**config.mk**
```make
export PLATFORM = sky130hd
export DESIGN_NAME = ext_cs_ctrl
export DESIGN_NICKNAME = d
export VERILOG_FILES = /design/src/rtl/ecs_pkg.sv /design/src/rtl/ecs_regs.sv /design/src/rtl/ecs_seq.sv /design/src/rtl/ecs_pinmux.sv /design/src/rtl/ext_cs_ctrl.sv
export SDC_FILE = /design/constraint.sdc
export NUM_CORES = 1
export LEC_CHECK = 0
export ABC_CLOCK_PERIOD_IN_PS = 1800
export BUFFER_PORTS_ARGS = -buffer_cell sky130_fd_sc_hd__buf_2
export CAP_MARGIN = 25
export CELL_PAD_IN_SITES_DETAIL_PLACEMENT = 2
export CELL_PAD_IN_SITES_GLOBAL_PLACEMENT = 2
export CORE_MARGIN = 2
export CORE_UTILIZATION = 29
export CTS_CLUSTER_DIAMETER = 30
export DETAILED_ROUTE_END_ITERATION = 16
export HOLD_SLACK_MARGIN = 0.05
export PLACE_DENSITY = 0.78
export SETUP_SLACK_MARGIN = 0.05
export SYNTH_ARGS = -nofsm -noshare
export SYNTH_HDL_FRONTEND = slang
export SYNTH_HIERARCHICAL = 1
export SYNTH_SLANG_ARGS = --single-unit
```
**constraint.sdc**
```tcl
create_clock -name clk -period 1.8 [get_ports clk]
set_input_delay 0.09 -clock clk [delete_from_list [all_inputs] [get_ports clk]]
set_output_delay 0.09 -clock clk [all_outputs]
set_load 0.005 [all_outputs]
```
**src/rtl/ecs_pkg.sv**
```systemverilog
package ecs_pkg;

    localparam int NAREA    = 4;
    localparam int AREA_W   = 2;
    localparam int WF_W     = 2;
    localparam int CNT_W    = 2;
    localparam int REG_W    = 8;

    typedef enum logic [1:0] {
        ST_IDLE = 2'd0,
        ST_BASE = 2'd1,
        ST_WAIT = 2'd2
    } seq_st_e;

    typedef struct packed {
        logic [NAREA-1:0]      cs_en;
        logic [NAREA-1:0]      no_wait;
        logic [NAREA*WF_W-1:0] wfield;
        logic                  force1;
    } area_cfg_t;

    function automatic logic [CNT_W-1:0] wait_count(
        input logic            force1,
        input logic            no_wait,
        input logic [WF_W-1:0] fld
    );
        if (force1)         return CNT_W'(1);
        else if (no_wait)   return '0;
        else if (fld == '1) return CNT_W'(3);
        else                return fld + CNT_W'(1);
    endfunction

endpackage

```
**src/rtl/ecs_regs.sv**
```systemverilog
module ecs_regs
    import ecs_pkg::*;
(
    input  logic             clk,
    input  logic             rst,
    input  logic             we,
    input  logic [1:0]       addr,
    input  logic [REG_W-1:0] wdata,
    output area_cfg_t        cfg,
    output logic             nar16,
    output logic             nar12
);
    logic [REG_W-1:0] ctl_q;
    logic [REG_W-1:0] wf_q;
    logic [2:0]       mode_q;

    always_ff @(posedge clk) begin
        if (rst) begin
            ctl_q  <= REG_W'(1);
            wf_q   <= '0;
            mode_q <= '0;
        end else if (we) begin
            case (addr)
                2'd0:    ctl_q  <= wdata;
                2'd1:    wf_q   <= wdata;
                2'd2:    mode_q <= wdata[2:0];
                default: ;
            endcase
        end
    end

    always_comb begin
        cfg.cs_en   = ctl_q[NAREA-1:0];
        cfg.no_wait = ctl_q[2*NAREA-1:NAREA];
        cfg.wfield  = wf_q;
        cfg.force1  = mode_q[2];
    end

    assign nar16 = mode_q[0];
    assign nar12 = mode_q[1];
endmodule

```
**src/rtl/ecs_seq.sv**
```systemverilog
module ecs_seq
    import ecs_pkg::*;
#(
    parameter int AW = 20
) (
    input  logic              clk,
    input  logic              rst,
    input  logic              req,
    input  logic [AW-1:0]     req_addr,
    input  logic              rdy,
    input  area_cfg_t         cfg,
    output logic              busy,
    output logic              done,
    output logic [AREA_W-1:0] area_q,
    output logic              cs_on_q,
    output logic [AW-1:0]     addr_q
);
    seq_st_e           st_q;
    logic [CNT_W-1:0]  wait_q;
    logic [CNT_W-1:0]  cnt_q;
    logic [AREA_W-1:0] area_c;
    logic [CNT_W-1:0]  wait_c;

    assign area_c = req_addr[AW-1 -: AREA_W];
    assign wait_c = wait_count(cfg.force1, cfg.no_wait[area_c],
                               cfg.wfield[area_c*WF_W +: WF_W]);

    always_ff @(posedge clk) begin
        if (rst) begin
            st_q    <= ST_IDLE;
            wait_q  <= '0;
            cnt_q   <= '0;
            area_q  <= '0;
            cs_on_q <= 1'b0;
            addr_q  <= '0;
        end else begin
            case (st_q)
                ST_IDLE: if (req) begin
                    area_q  <= area_c;
                    addr_q  <= req_addr;
                    wait_q  <= wait_c;
                    cs_on_q <= cfg.cs_en[area_c];
                    st_q    <= ST_BASE;
                end
                ST_BASE: if (wait_q == '0) begin
                    st_q <= ST_IDLE;
                end else begin
                    cnt_q <= wait_q;
                    st_q  <= ST_WAIT;
                end
                ST_WAIT: if (cnt_q > CNT_W'(1)) begin
                    cnt_q <= cnt_q - CNT_W'(1);
                end else if (rdy) begin
                    st_q <= ST_IDLE;
                end
                default: st_q <= ST_IDLE;
            endcase
        end
    end

    assign busy = (st_q != ST_IDLE);
    assign done = ((st_q == ST_BASE) && (wait_q == '0)) ||
                  ((st_q == ST_WAIT) && (cnt_q == CNT_W'(1)) && rdy);
endmodule

```
**src/rtl/ecs_pinmux.sv**
```systemverilog
module ecs_pinmux
    import ecs_pkg::*;
#(
    parameter int AW     = 20,
    parameter int FIX_LO = 12,
    parameter int MID    = 4
) (
    input  logic              nar16,
    input  logic              nar12,
    input  logic              busy,
    input  logic              cs_on,
    input  logic [AREA_W-1:0] area,
    input  logic [AW-1:0]     addr_q,
    input  logic              byte_i,
    output logic [NAREA-1:0]  cs_n,
    output logic [AW-1:0]     addr_o,
    output logic [AW-FIX_LO-1:0] pin_addr_bus,
    output logic              data_hi_en
);
    localparam int UP = AW - FIX_LO;

    logic bus_mid;
    logic bus_top;

    assign bus_top = ~nar16;
    assign bus_mid = ~(nar16 & nar12);

    assign addr_o[FIX_LO-1:0] = addr_q[FIX_LO-1:0];

    for (genvar k = 0; k < UP; k++) begin : g_up
        if (k < MID) begin : g_mid
            assign pin_addr_bus[k] = bus_mid;
        end else begin : g_top
            assign pin_addr_bus[k] = bus_top;
        end
        assign addr_o[FIX_LO+k] = addr_q[FIX_LO+k] & pin_addr_bus[k];
    end

    for (genvar i = 0; i < NAREA; i++) begin : g_cs
        assign cs_n[i] = ~(busy && cs_on && (area == AREA_W'(i)));
    end

    assign data_hi_en = ~byte_i;
endmodule

```
**src/rtl/ext_cs_ctrl.sv**
```systemverilog
module ext_cs_ctrl
    import ecs_pkg::*;
#(
    parameter int AW     = 20,
    parameter int FIX_LO = 12
) (
    input  logic                 clk,
    input  logic                 rst,
    input  logic                 reg_we,
    input  logic [1:0]           reg_addr,
    input  logic [REG_W-1:0]     reg_wdata,
    input  logic                 acc_req,
    input  logic [AW-1:0]        acc_addr,
    input  logic                 rdy_i,
    input  logic                 byte_i,
    output logic [NAREA-1:0]     cs_n_o,
    output logic [AW-1:0]        addr_o,
    output logic                 acc_busy_o,
    output logic                 acc_done_o,
    output logic [NAREA-1:0]     pin_cs_bus_o,
    output logic [AW-FIX_LO-1:0] pin_addr_bus_o,
    output logic                 data_hi_en_o
);
    area_cfg_t         cfg;
    logic              nar16;
    logic              nar12;
    logic [AREA_W-1:0] area_q;
    logic              cs_on_q;
    logic [AW-1:0]     addr_q;

    ecs_regs u_regs (
        .clk   (clk),
        .rst   (rst),
        .we    (reg_we),
        .addr  (reg_addr),
        .wdata (reg_wdata),
        .cfg   (cfg),
        .nar16 (nar16),
        .nar12 (nar12)
    );

    ecs_seq #(.AW(AW)) u_seq (
        .clk      (clk),
        .rst      (rst),
        .req      (acc_req),
        .req_addr (acc_addr),
        .rdy      (rdy_i),
        .cfg      (cfg),
        .busy     (acc_busy_o),
        .done     (acc_done_o),
        .area_q   (area_q),
        .cs_on_q  (cs_on_q),
        .addr_q   (addr_q)
    );

    ecs_pinmux #(.AW(AW), .FIX_LO(FIX_LO), .MID(4)) u_pinmux (
        .nar16        (nar16),
        .nar12        (nar12),
        .busy         (acc_busy_o),
        .cs_on        (cs_on_q),
        .area         (area_q),
        .addr_q       (addr_q),
        .byte_i       (byte_i),
        .cs_n         (cs_n_o),
        .addr_o       (addr_o),
        .pin_addr_bus (pin_addr_bus_o),
        .data_hi_en   (data_hi_en_o)
    );

    assign pin_cs_bus_o = cfg.cs_en;
endmodule

```
==> run summary, run 1 <==
The total power divided by cell area came out at 752 nW/um2. When the netlist entered floorplanning its net count stood at 285. The maximum fanout along the worst path is 4. The pin count of the biggest net entering global routing is 57. The number of instances on the worst hold path came out at 3. The via count of the first global-routing pass is 2066. The buffer depth of the longest clock path is 2. The total of fill cells in the finished design came out at 882. The number of H-tree levels is 2. In this run the power spent charging and discharging nets is 0.571 mW. In the layout the commonest cells are sky130_fd_sc_hd__buf_2, sky130_fd_sc_hd__dfxtp_1, sky130_fd_sc_hd__nand2_1. The share of post-route cells with drive strength above 1 is 32.5%. The half-perimeter wire length after detailed placement is 4.38 mm.

In this run the critical register-to-register path is captured at u_seq/cnt_q[0]. Summed over all layers, the global routing overflow is 0. The tree is rooted in a sky130_fd_sc_hd__clkbuf_8. The setup clock skew after layout came out at 0.00574 ns. The full die area is 8460 um2. The highest cell delay on the worst timing path is 0.51 ns. The net count reported at finish is 350. The number of nets still failing antenna checks after routing is 0. Headroom to the max-slew limit came out at 42.5%. The total negative setup slack came out at 0 ns. The mean cell area of the mapped netlist is 9.05 um2.

The initial DRC count is 58. STA puts the critical path data required time at 2.02 ns. Setup repair after global routing left no endpoint under its margin. The number of antenna diodes in the final layout is 0.

The worst hold path belongs to the class in -> reg. The maximum frequency from static timing analysis came out at 623 MHz. At the worst endpoint, the arrival time is 1.83 ns. The end of the worst hold path is u_seq/addr_q[6].

The die is 92.0 um wide. The synthesis-to-layout area growth came out at 25.5%. The worst register-to-register path has a depth of 5. The post-synthesis register bit count came out at 46. Global routing used 16.0% of the available tracks.

The time the worst path needs with I/O delays and setup is 1.61 ns. The count of clock tree sinks is 46. The part of the cycle the worst path needs came out at 89.2%. At the end of routability-driven placement, the weighted congestion stood at 0.725. The placement-stage cell area is 2540 um2.

The placeable core area is 7610 um2. In this run the critical register-to-register path is launched from u_seq/cnt_q[1]. The number of clock buffers added by TritonCTS is 5. In this design, the largest share of critical-path delay is due to simple AND/OR/NAND/NOR gates. The number of post-CTS setup repair buffers is 0. The number of setup violations in the final report is 0. For this block, the routed nets add up to 6.46 mm of wire. The critical path goes through inv_1, ha_1, nand4bb_4, or4b_1, a31oi_1. The register share of total power is 52.2%. The final number of hold-violating endpoints is 0. The internal portion of total power came out at 1.55 mW. The final count of pins violating max slew came out at 0. The first-pass iteration count of the detailed router came out at 4. In this run the most used layer during global routing was met2.

The largest individual stage delay along the critical path comes from the cell sky130_fd_sc_hd__or4b_1. The vias after detailed routing is 1927. The number of vias per cell is 4.63. The met3 layer usage reported by global route is 3.20%. The clock tree from TritonCTS is built. The transition time at the pin with the least slew margin is 0.863 ns.

The sequential cell area fraction in the yosys report came out at 41.0%. The portion of total power attributed to combinational logic is 15.7%. The combined flip-flop and latch cell area came out at 922 um2. The count of max-cap constraint violations is 0. In this run, placement finished with an instance count of 392. The share of the core filled with cells came out at 37.0%.

The most used flip-flop cell after synthesis is sky130_fd_sc_hd__dfxtp_1. The worst-case IR drop observed on VDD is 290 uV. Net switching is 27.0% of the power.

The vertical die dimension came out at 92.0 um. Yosys mapped a number of flops with a built-in enable equal to 0. The worst hold path begins at acc_addr[6]. Summing internal, switching and leakage power gives 2.12 mW. The global-route wire length before repair came out at 10.7 mm. The worst setup path is launched from a register. The worst setup path is captured at a register.

The clock network burns 32.1% of the power. The initial antenna violation count came out at 0. The number of cells on the critical path is 5. During placement, the flow inserted port buffers numbering 74.

Summed over all cells, the static leakage comes to 1.20 nW. The area taken by multi-input logic gates came out at 1090 um2. The post-route cell area is 2820 um2. The initial core utilization is 29.5%. For this run, the number of Yosys warnings is 6. The later-pin clock latency in the skew report came out at 0.30 ns. The path type of the worst setup path is reg -> reg.

The number of core rows is 32. In this run, distinct cell masters in the synthesized netlist total 36. The number of remaining DRC errors came out at 0.

The synthesized instance count came out at 248. The library cell used most frequently in the layout, excluding fill and tap cells, is sky130_fd_sc_hd__buf_2. The met2 track demand over resource in global routing came out at 29.0%. The met1 global-route usage came out at 19.4%. The buffers plus inverters on the worst setup path came out at 1. The register clock-pin slew on the reported worst setup and hold paths is 0.09 ns. The run finished with clean final reports. The synthesized netlist occupies a cell area of 2240 um2. The final cell count without fillers is 416. The detail-routed net length per standard cell is 15.5 um. In this run the count of I/O pins placed on the die edge is 75.

The fraction of registers with async set or reset after synthesis is 0%. Across all register-to-register paths, the minimum setup slack is 0.19 ns.
==> cell type report <==
type                       count  share of cell area (%)
multi-input combinational    161                    38.6
sequential                    46                    32.7
timing repair buffer          95                    20.2
tap                          102                    4.53
clock buffer                   6                    2.93
inverter                       4                   0.533
clock inverter                 2                   0.444
==> flip-flops by register name, indices dropped and copies added (netlist names) <==
name and count:
u_regs/mode_q 3, u_regs/wf_q 8, u_seq/st_q 2, u_regs/ctl_q 8
u_seq/area_q 2, u_seq/addr_q 18, u_seq/cnt_q 2, u_seq/cs_on_q 1
u_seq/wait_q 2
==> per-stage QoR <==
stage | worst slack (ns) | hold WS [ns]
finish | 0.194 | 0.0605
global route | 0.0639 | 0.0789
CTS | 0.150 | 0.0501
detailed placement | 0.163 | 0.340
global placement | 0.260 | 0.332
floorplan | 0.307 | 0.207
==> timing repair <==
action / 4_1_cts / 5_1_grt
hold endpoints to repair: 15 / 1
hold buffers: 15 / 1
endpoints found under the setup margin: 0 / 1
gates resized for setup: 0 / 2
==> worst reg2reg max path: stages, from the launching register on <==
cell and delay (ns):
sky130_fd_sc_hd__dfxtp_2 0.38, sky130_fd_sc_hd__inv_1 0.05, sky130_fd_sc_hd__ha_1 0.19, sky130_fd_sc_hd__nand4bb_4 0.25, sky130_fd_sc_hd__or4b_1 0.51, sky130_fd_sc_hd__a31oi_1 0.16
==> power groups by stage <==
stage	Clock, mW	Sequential (mW)	Combinational, mW
after floorplan	0	1.12	0.207
after global placement	0	1.13	0.293
final	0.679	1.11	0.332
after detailed placement	0	1.13	0.303
after CTS	0.695	1.11	0.331
after global routing	0.758	1.12	0.370
==> cells in the mapped netlist (3+ instances only) <==
master / number / area [um2]
sky130_fd_sc_hd__a21oi_1: 22 / 110
sky130_fd_sc_hd__nand2b_1: 27 / 169
sky130_fd_sc_hd__nand2_1: 44 / 165
sky130_fd_sc_hd__mux4_2: 4 / 90.1
sky130_fd_sc_hd__buf_2: 3 / 15.0
sky130_fd_sc_hd__nand3b_1: 3 / 22.5
sky130_fd_sc_hd__dfxtp_1: 46 / 921
sky130_fd_sc_hd__nor2b_2: 4 / 35.0
sky130_fd_sc_hd__clkbuf_1: 9 / 33.8
sky130_fd_sc_hd__buf_4: 22 / 165
sky130_fd_sc_hd__a21boi_1: 3 / 22.5
sky130_fd_sc_hd__inv_1: 4 / 15.0
sky130_fd_sc_hd__nor2_1: 6 / 22.5
sky130_fd_sc_hd__mux2i_1: 20 / 200
==> worst max path at each step <==
stage,startpoint,slack (ns),end
after floorplan,u_seq/cnt_q[1],0.31,u_seq/cnt_q[0]
after global placement,u_seq/cnt_q[1],0.26,u_seq/cnt_q[0]
after detailed placement,u_seq/cnt_q[1],0.16,u_seq/cnt_q[0]
after CTS,u_seq/cnt_q[1],0.15,u_seq/cnt_q[0]
after global routing,u_seq/cnt_q[1],0.06,u_seq/cnt_q[0]
final,u_seq/cnt_q[1],0.19,u_seq/cnt_q[0]
==> routing by layer <==
layer | vias up | wire, um
met1 | 940 | 2750
met5 | - | 0
li1 | 940 | -
met3 | 2 | 239
met4 | 0 | 42
met2 | 45 | 3430
==> kinds of logic (layout without fill, tap and decap cells) <==
kind of cell	Yosys count	count (layout)	synth area share [%]
AOI/OAI and AO/OA	35	35	9.37
buffers and inverters	41	107	11.4
adders and majority gates	1	1	0.558
muxes	24	24	12.9
DFF	46	46	41.0
and+or+nand+nor	101	101	24.7
Power figures use the tool's default switching activity.
==> inputs of run 2 (changes only) <==
--- a/config.mk
+++ b/config.mk
@@ -15,7 +15,7 @@
 export CTS_CLUSTER_DIAMETER = 30
 export DETAILED_ROUTE_END_ITERATION = 16
 export HOLD_SLACK_MARGIN = 0.05
-export PLACE_DENSITY = 0.78
+export PLACE_DENSITY = 0.81
 export SETUP_SLACK_MARGIN = 0.05
 export SYNTH_ARGS = -nofsm -noshare
 export SYNTH_HDL_FRONTEND = slang
==> run 2 against run 1 <==
  * Fmax down 5.1%
  * Core utilization shrank 0.30 points
  * Sequential share of layout area is 0.22 points higher
  * Clock-buffer cell count is the same
  * Sequential cell count stayed put
  * Non-clock buffer count increased by 1
==> run summary, run 2 (synthesis gave the netlist of run 1 again) <==
The initial core utilization is 29.5%. Compared with the post-synthesis result, the final layout area differs by 24.5%. The vias after detailed routing came out at 1942. The count of nets left with antenna violations once routing finished came out at 0. The number of top-level design ports came out at 75.

The count of hold buffers inserted by post-cts repair came out at 17. The number of antenna diodes in the final layout is 0. The die outline width came out at 92.0 um. The nature of the critical path endpoint is a register. The global-route congestion overflow total came out at 0. Of all nets on the critical path, the largest fanout is 4. The critical path is of the reg -> reg type. The number of post-CTS setup repair buffers is 0. For the final routed database, the setup TNS stands at 0 ns. The flop-to-flop setup slack is 0.11 ns. In the final layout, the share of cells above drive strength 1 is 31.2%.

The part of the cycle the worst path needs is 94.0%. The H-tree generated during clock tree synthesis spans 2 levels. The count of buffers inserted at the top-level ports is 74. Across every metal layer, demand over resource in global routing totals 15.5%.

After detailed routing, the number of vias per cell comes to 4.67. The final number of hold-violating endpoints was 0. The half-perimeter wire length after detailed placement is 4.34 mm. The later-pin clock latency in the skew report came out at 0.30 ns. The maximum vdd ir drop is 289 uV. Setup violations remaining at the end of the flow were counted as 0. The floorplan step defined a core boundary enclosing 7610 um2.

In the routed design, unresolved DRC markers number 0. In the global route stage, met3 resource usage came out at 3.20%. The most common cell after layout, fill and taps aside is sky130_fd_sc_hd__buf_2.

The total of cells resized after clock tree synthesis is 0. The floorplan step defined a die boundary enclosing 8460 um2. In this run the tightest slew margin relative to its limit is 64.1%. The net count reported at finish is 351. The register clock-pin slew on the reported worst setup and hold paths is 0.08 ns. The global-route layer with the greatest usage is met2.

The worst setup path is launched from a register. For this design the static power due to leakage is 1.19 nW. Across the run, the number of max-cap violations was 0. Including well taps, the total number of placed cells is 392. The clock passes through at most 2 buffers. The met2 track demand over resource in global routing came out at 29.2%. The cell at the root of the clock tree is sky130_fd_sc_hd__clkbuf_8.

For this design the ratio of total power to cell area is 729 nW/um2. The total clock buffers created by CTS came out at 5. For this run, the top clock speed supported by timing is 591 MHz. The pin count of the biggest net entering global routing came out at 37. The count of clock tree sinks came out at 46. More flip-flops sit in one register than any other, and that register is u_seq/addr_q.

The endpoint arrival time on the critical path came out at 1.91 ns. TritonCTS built the clock tree. For this run, the number of standard cells in the final layout without fillers is 416. The via count of the first global-routing pass came out at 2074.

The final count of pins violating max slew was 0. Across the routed clock network, the largest skew measured is 0.0102 ns. The class of the most critical hold timing path is in -> reg.

At the end of routability-driven placement, the weighted congestion stood at 0.724. The flow ran to the end, and the final reports show no timing, DRC or antenna violations. The flip-flop count of the largest register, all copies and words added came out at 18. The time the worst path needs with I/O delays and setup came out at 1.69 ns. The detail-routed net length per standard cell is 15.1 um. The largest registers in the layout are u_seq/addr_q: 18 flops, u_regs/ctl_q: 8 flops, u_regs/wf_q: 8 flops. The initial antenna violation count is 0. For this run, global-route usage on met1 was measured as 17.5%.

From bottom edge to top edge, the die measures 92.0 um. The wire length reported by the detailed router is 6.30 mm. The first-pass iteration count of the detailed router is 4. Setup repair after global routing left no endpoint under its margin. The initial DRC count came out at 22. For the pin with the worst max-slew slack, the measured transition is 0.538 ns. STA puts the critical path data required time at 2.02 ns. The number of core rows is 32. The global-route wire length before repair came out at 10.4 mm. The top cell types in the final layout, fill and taps aside, are sky130_fd_sc_hd__buf_2, sky130_fd_sc_hd__dfxtp_1, sky130_fd_sc_hd__nand2_1.
[run 2: path summary, 6_finish.rpt]
path / start / endpoint / depth (start not counted)
max reg2reg: u_seq/cnt_q[1] / u_seq/cnt_q[0] / 5
min: acc_addr[4] / u_seq/addr_q[4] / 3
max: u_seq/cnt_q[1] / u_seq/cnt_q[0] / 5
min reg2reg: u_seq/addr_q[2] / u_seq/addr_q[2] / 2
[run 2: layout make-up]
| class | count | area, um2 |
|---|---|---|
| Inverter | 4 | 15.0 |
| Tap cell | 102 | 128 |
| Multi-Input combinational cell | 161 | 1070 |
| Clock buffer | 6 | 72.6 |
| Timing Repair Buffer | 96 | 578 |
| Fill cell | 864 | 4810 |
| Sequential cell | 46 | 921 |
| Clock inverter | 1 | 7.51 |
[run 2: metrics by stage]
| stage | total power, mW | utilization (%) | hold WS, ns | setup slack, ns | area (um2) |
|---|---|---|---|---|---|
| finish | 2.04 | 36.7 | 0.0605 | 0.109 | 2790 |
| global route | 2.15 | 36.7 | 0.0809 | 0.0729 | 2790 |
| CTS | 2.08 | 36.7 | 0.0523 | 0.115 | 2790 |
| detailed placement | 1.43 | 33.4 | 0.339 | 0.133 | 2540 |
| global placement | 1.42 | 33.4 | 0.332 | 0.276 | 2540 |
| floorplan | 1.32 | - | 0.207 | 0.307 | 2240 |
[run 2: power by group]
part | switching [mW] | internal [mW] | leakage (nW)
clock network | 0.339 | 0.267 | 0.0373
logic | 0.160 | 0.166 | 0.779
registers | 0.0371 | 1.07 | 0.376
[run 2: routing by layer]
metal	up-vias	part of all wire (%)	wire, um
met5	-	0	0
met2	47	52	3280
met4	0	0.81	51
met1	946	43	2680
li1	944	-	-
met3	5	4.5	286
[run 2: worst max-delay path: stages, from the launching register on]
cell and delay (ns):
sky130_fd_sc_hd__dfxtp_1 0.36, sky130_fd_sc_hd__inv_1 0.06, sky130_fd_sc_hd__ha_1 0.19, sky130_fd_sc_hd__nand4bb_1 0.28, sky130_fd_sc_hd__or4b_1 0.56, sky130_fd_sc_hd__a31oi_1 0.17
==> inputs of run 3 (changes only) <==
--- a/config.mk
+++ b/config.mk
@@ -6,7 +6,7 @@
 export NUM_CORES = 1
 export LEC_CHECK = 0
 export ABC_CLOCK_PERIOD_IN_PS = 1800
-export BUFFER_PORTS_ARGS = -buffer_cell sky130_fd_sc_hd__buf_2
+export BUFFER_PORTS_ARGS = -buffer_cell sky130_fd_sc_hd__clkbuf_2
 export CAP_MARGIN = 25
 export CELL_PAD_IN_SITES_DETAIL_PLACEMENT = 2
 export CELL_PAD_IN_SITES_GLOBAL_PLACEMENT = 2
==> run 3 against run 2 <==
  * Routed wire length grew 0.14%
  * Worst setup slack gained 0.032 ns
  * Design area grew 0.85%
  * Critical path depth is the same
  * Clock power grew 2%
  * Sequential share of layout area shrank 0.28 points
  * Fmax grew 1.9%
  * Critical endpoint unchanged
  * Sequential power is essentially flat
  * Register-to-register slack gained 0.03 ns
  * Global-route usage grew 0.61 points
  * Critical path type unchanged
  * Core utilization grew 0.31 points
==> run summary, run 3 (synthesis gave the netlist of run 1 again) <==
The synthesis-to-layout area growth came out at 25.6%. The tree is rooted in a sky130_fd_sc_hd__clkbuf_8. The count of antenna diodes in the layout came out at 0. The overall power after layout came out at 2.06 mW. The run finished with clean final reports. The setup clock skew after layout came out at 0.00596 ns. The final number of hold-violating endpoints came out at 0. The first detailed-routing pass took 4 iterations. The number of core rows is 32.

Post-CTS timing repair inserted 0 buffers for setup. The count of clock tree sinks is 46. The full die area came out at 8460 um2. Setup repair after global routing left no endpoint under its margin.

The final worst slack is 0.141 ns. In this run the horizontal extent of the chip is 92.0 um. The share of post-route cells with drive strength above 1 is 31.5%.

Net switching is 26.5% of the power. The total negative setup slack is 0 ns. The final count of pins violating max slew was 0. The portion of total power attributed to combinational logic came out at 16.0%.

The pre-CTS setup slack came out at 0.147 ns. The maximum vdd ir drop is 335 uV. In this run the tool buffered the top-level ports with 74 buffer cells. The standby leakage power is 1.22 nW. The maximum fanout along the worst path is 4. Sequential cells burn 53.9% of the power. The number of nets still failing antenna checks after routing came out at 0. The flip-flop count of the largest register, all copies and words added is 18. The net switching power of the design is 0.545 mW. The global-route congestion overflow total is 0. The worst hold-check slack is 0.0719 ns. The total clock buffers created by CTS is 5. The count of hold buffers inserted by post-cts repair came out at 18. In the routed layout, each cell is associated on average with a via count of 4.56. The worst relative slew slack came out at 64.4%.

The flop-to-flop setup slack came out at 0.14 ns. In this run the worst hold path is classified as in -> reg. The detailed router finished its first iteration with 33 violations.

The internal portion of total power came out at 1.51 mW. The pin count of the biggest net entering global routing is 25. The final weighted congestion of routability-driven global placement came out at 0.733.

Timing would allow up to 603 MHz. The transition time at the pin with the least slew margin is 0.533 ns. The worst path needs 1.66 ns of the cycle, external delays included.

The count of max-cap constraint violations came out at 0. In the layout the commonest cells are sky130_fd_sc_hd__clkbuf_2, sky130_fd_sc_hd__dfxtp_1, sky130_fd_sc_hd__nand2_1. The detail-routed net length per standard cell is 15.0 um. The register clock-pin slew on the reported worst setup and hold paths came out at 0.09 ns.

For the worst-skew pair, the clock arrives at the later sink with an insertion delay of 0.29 ns. The vertical die dimension is 92.0 um. The total power divided by cell area is 730 nW/um2. The number of remaining DRC errors came out at 0. The initial core utilization is 29.5%. The nature of the critical path endpoint is a register. The initial antenna violation count is 0. The half-perimeter wire length after detailed placement came out at 4.55 mm. STA puts the critical path data required time at 2.02 ns. The total of cells resized after clock tree synthesis is 0. The wire length reported by the detailed router is 6.31 mm.

The worst setup path is of the reg -> reg kind. The total of fill cells in the finished design came out at 886. The library cell used most frequently in the layout, excluding fill and tap cells, is sky130_fd_sc_hd__clkbuf_2. The number of top-level design ports came out at 75. The first global-routing pass estimated 10.8 mm of wire. For this run, the total global-route usage over all layers was measured as 16.1%. The buffer depth of the longest clock path is 2. The vias after detailed routing came out at 1912.

TritonCTS built the clock tree. The via count of the first global-routing pass is 2200. Setup violations remaining at the end of the flow were counted as 0. The net count reported at finish is 353.

The largest registers in the layout are u_seq/addr_q: 18 flops, u_regs/ctl_q: 8 flops, u_regs/wf_q: 8 flops. The worst setup path is launched from a register. The floorplan step defined a core boundary enclosing 7610 um2. The endpoint arrival time on the critical path is 1.88 ns. The final critical path takes up 92.2% of the cycle. The relative contribution of the clock network to total power is 30.1%.

The number of H-tree levels is 2. The register name with the most flops is u_seq/addr_q.
[run 3: cell types whose count changed in the layout (fill, tap and decap cells not counted), sizes merged]
cell | before | now
clkbuf | 6 | 80
buf | 79 | 6
clkinv | 0 | 2
clkinvlp | 1 | 0
dlygate4sd3 | 17 | 18
[run 3: power by group through the flow]
stage | clock [mW] | sequential [mW] | combinational [mW]
after floorplan | 0 | 1.12 | 0.207
after global placement | 0 | 1.13 | 0.290
after detailed placement | 0 | 1.13 | 0.302
after CTS | 0.666 | 1.11 | 0.333
after global routing | 0.710 | 1.12 | 0.371
final | 0.619 | 1.11 | 0.329
[run 3: worst paths after layout]
check                  start               to  depth (start not counted)
max           u_seq/cnt_q[1]   u_seq/cnt_q[0]                          5
max reg2reg   u_seq/cnt_q[1]   u_seq/cnt_q[0]                          5
min             reg_wdata[6]  u_regs/ctl_q[6]                          3
min reg2reg  u_seq/addr_q[0]  u_seq/addr_q[0]                          2
[run 3: per-layer routing]
metal | track usage, % | wire length, um | vias up
li1 | - | - | 941
met1 | 17.3 | 2490 | 924
met2 | 31.8 | 3500 | 42
met3 | 3.45 | 278 | 5
met4 | 3.48 | 42 | 0
met5 | 0 | 0 | -
[run 3: metrics by stage]
step	std cells	instance area [um2]	utilization, %
finish	419	2820	37.0
global route	419	2820	37.0
CTS	419	2820	37.0
detailed placement	393	2550	33.5
global placement	393	2550	33.5
floorplan	248	2240	-
[run 3: area by class of cell]
cell class	count	area, um2	area share (%)
Clock inverter	2	13.8	0.488
Clock buffer	6	72.6	2.58
Inverter	4	15.0	0.533
Sequential cell	46	921	32.7
Timing Repair Buffer	98	596	21.1
Multi-Input combinational cell	161	1070	38.1
Tap cell	102	128	4.53
[run 3: worst max-delay path: stages, from the launching register on]
cell and delay (ns):
sky130_fd_sc_hd__dfxtp_1 0.36, sky130_fd_sc_hd__inv_1 0.06, sky130_fd_sc_hd__ha_1 0.19, sky130_fd_sc_hd__nand4bb_1 0.27, sky130_fd_sc_hd__or4b_1 0.55, sky130_fd_sc_hd__a31oi_1 0.16
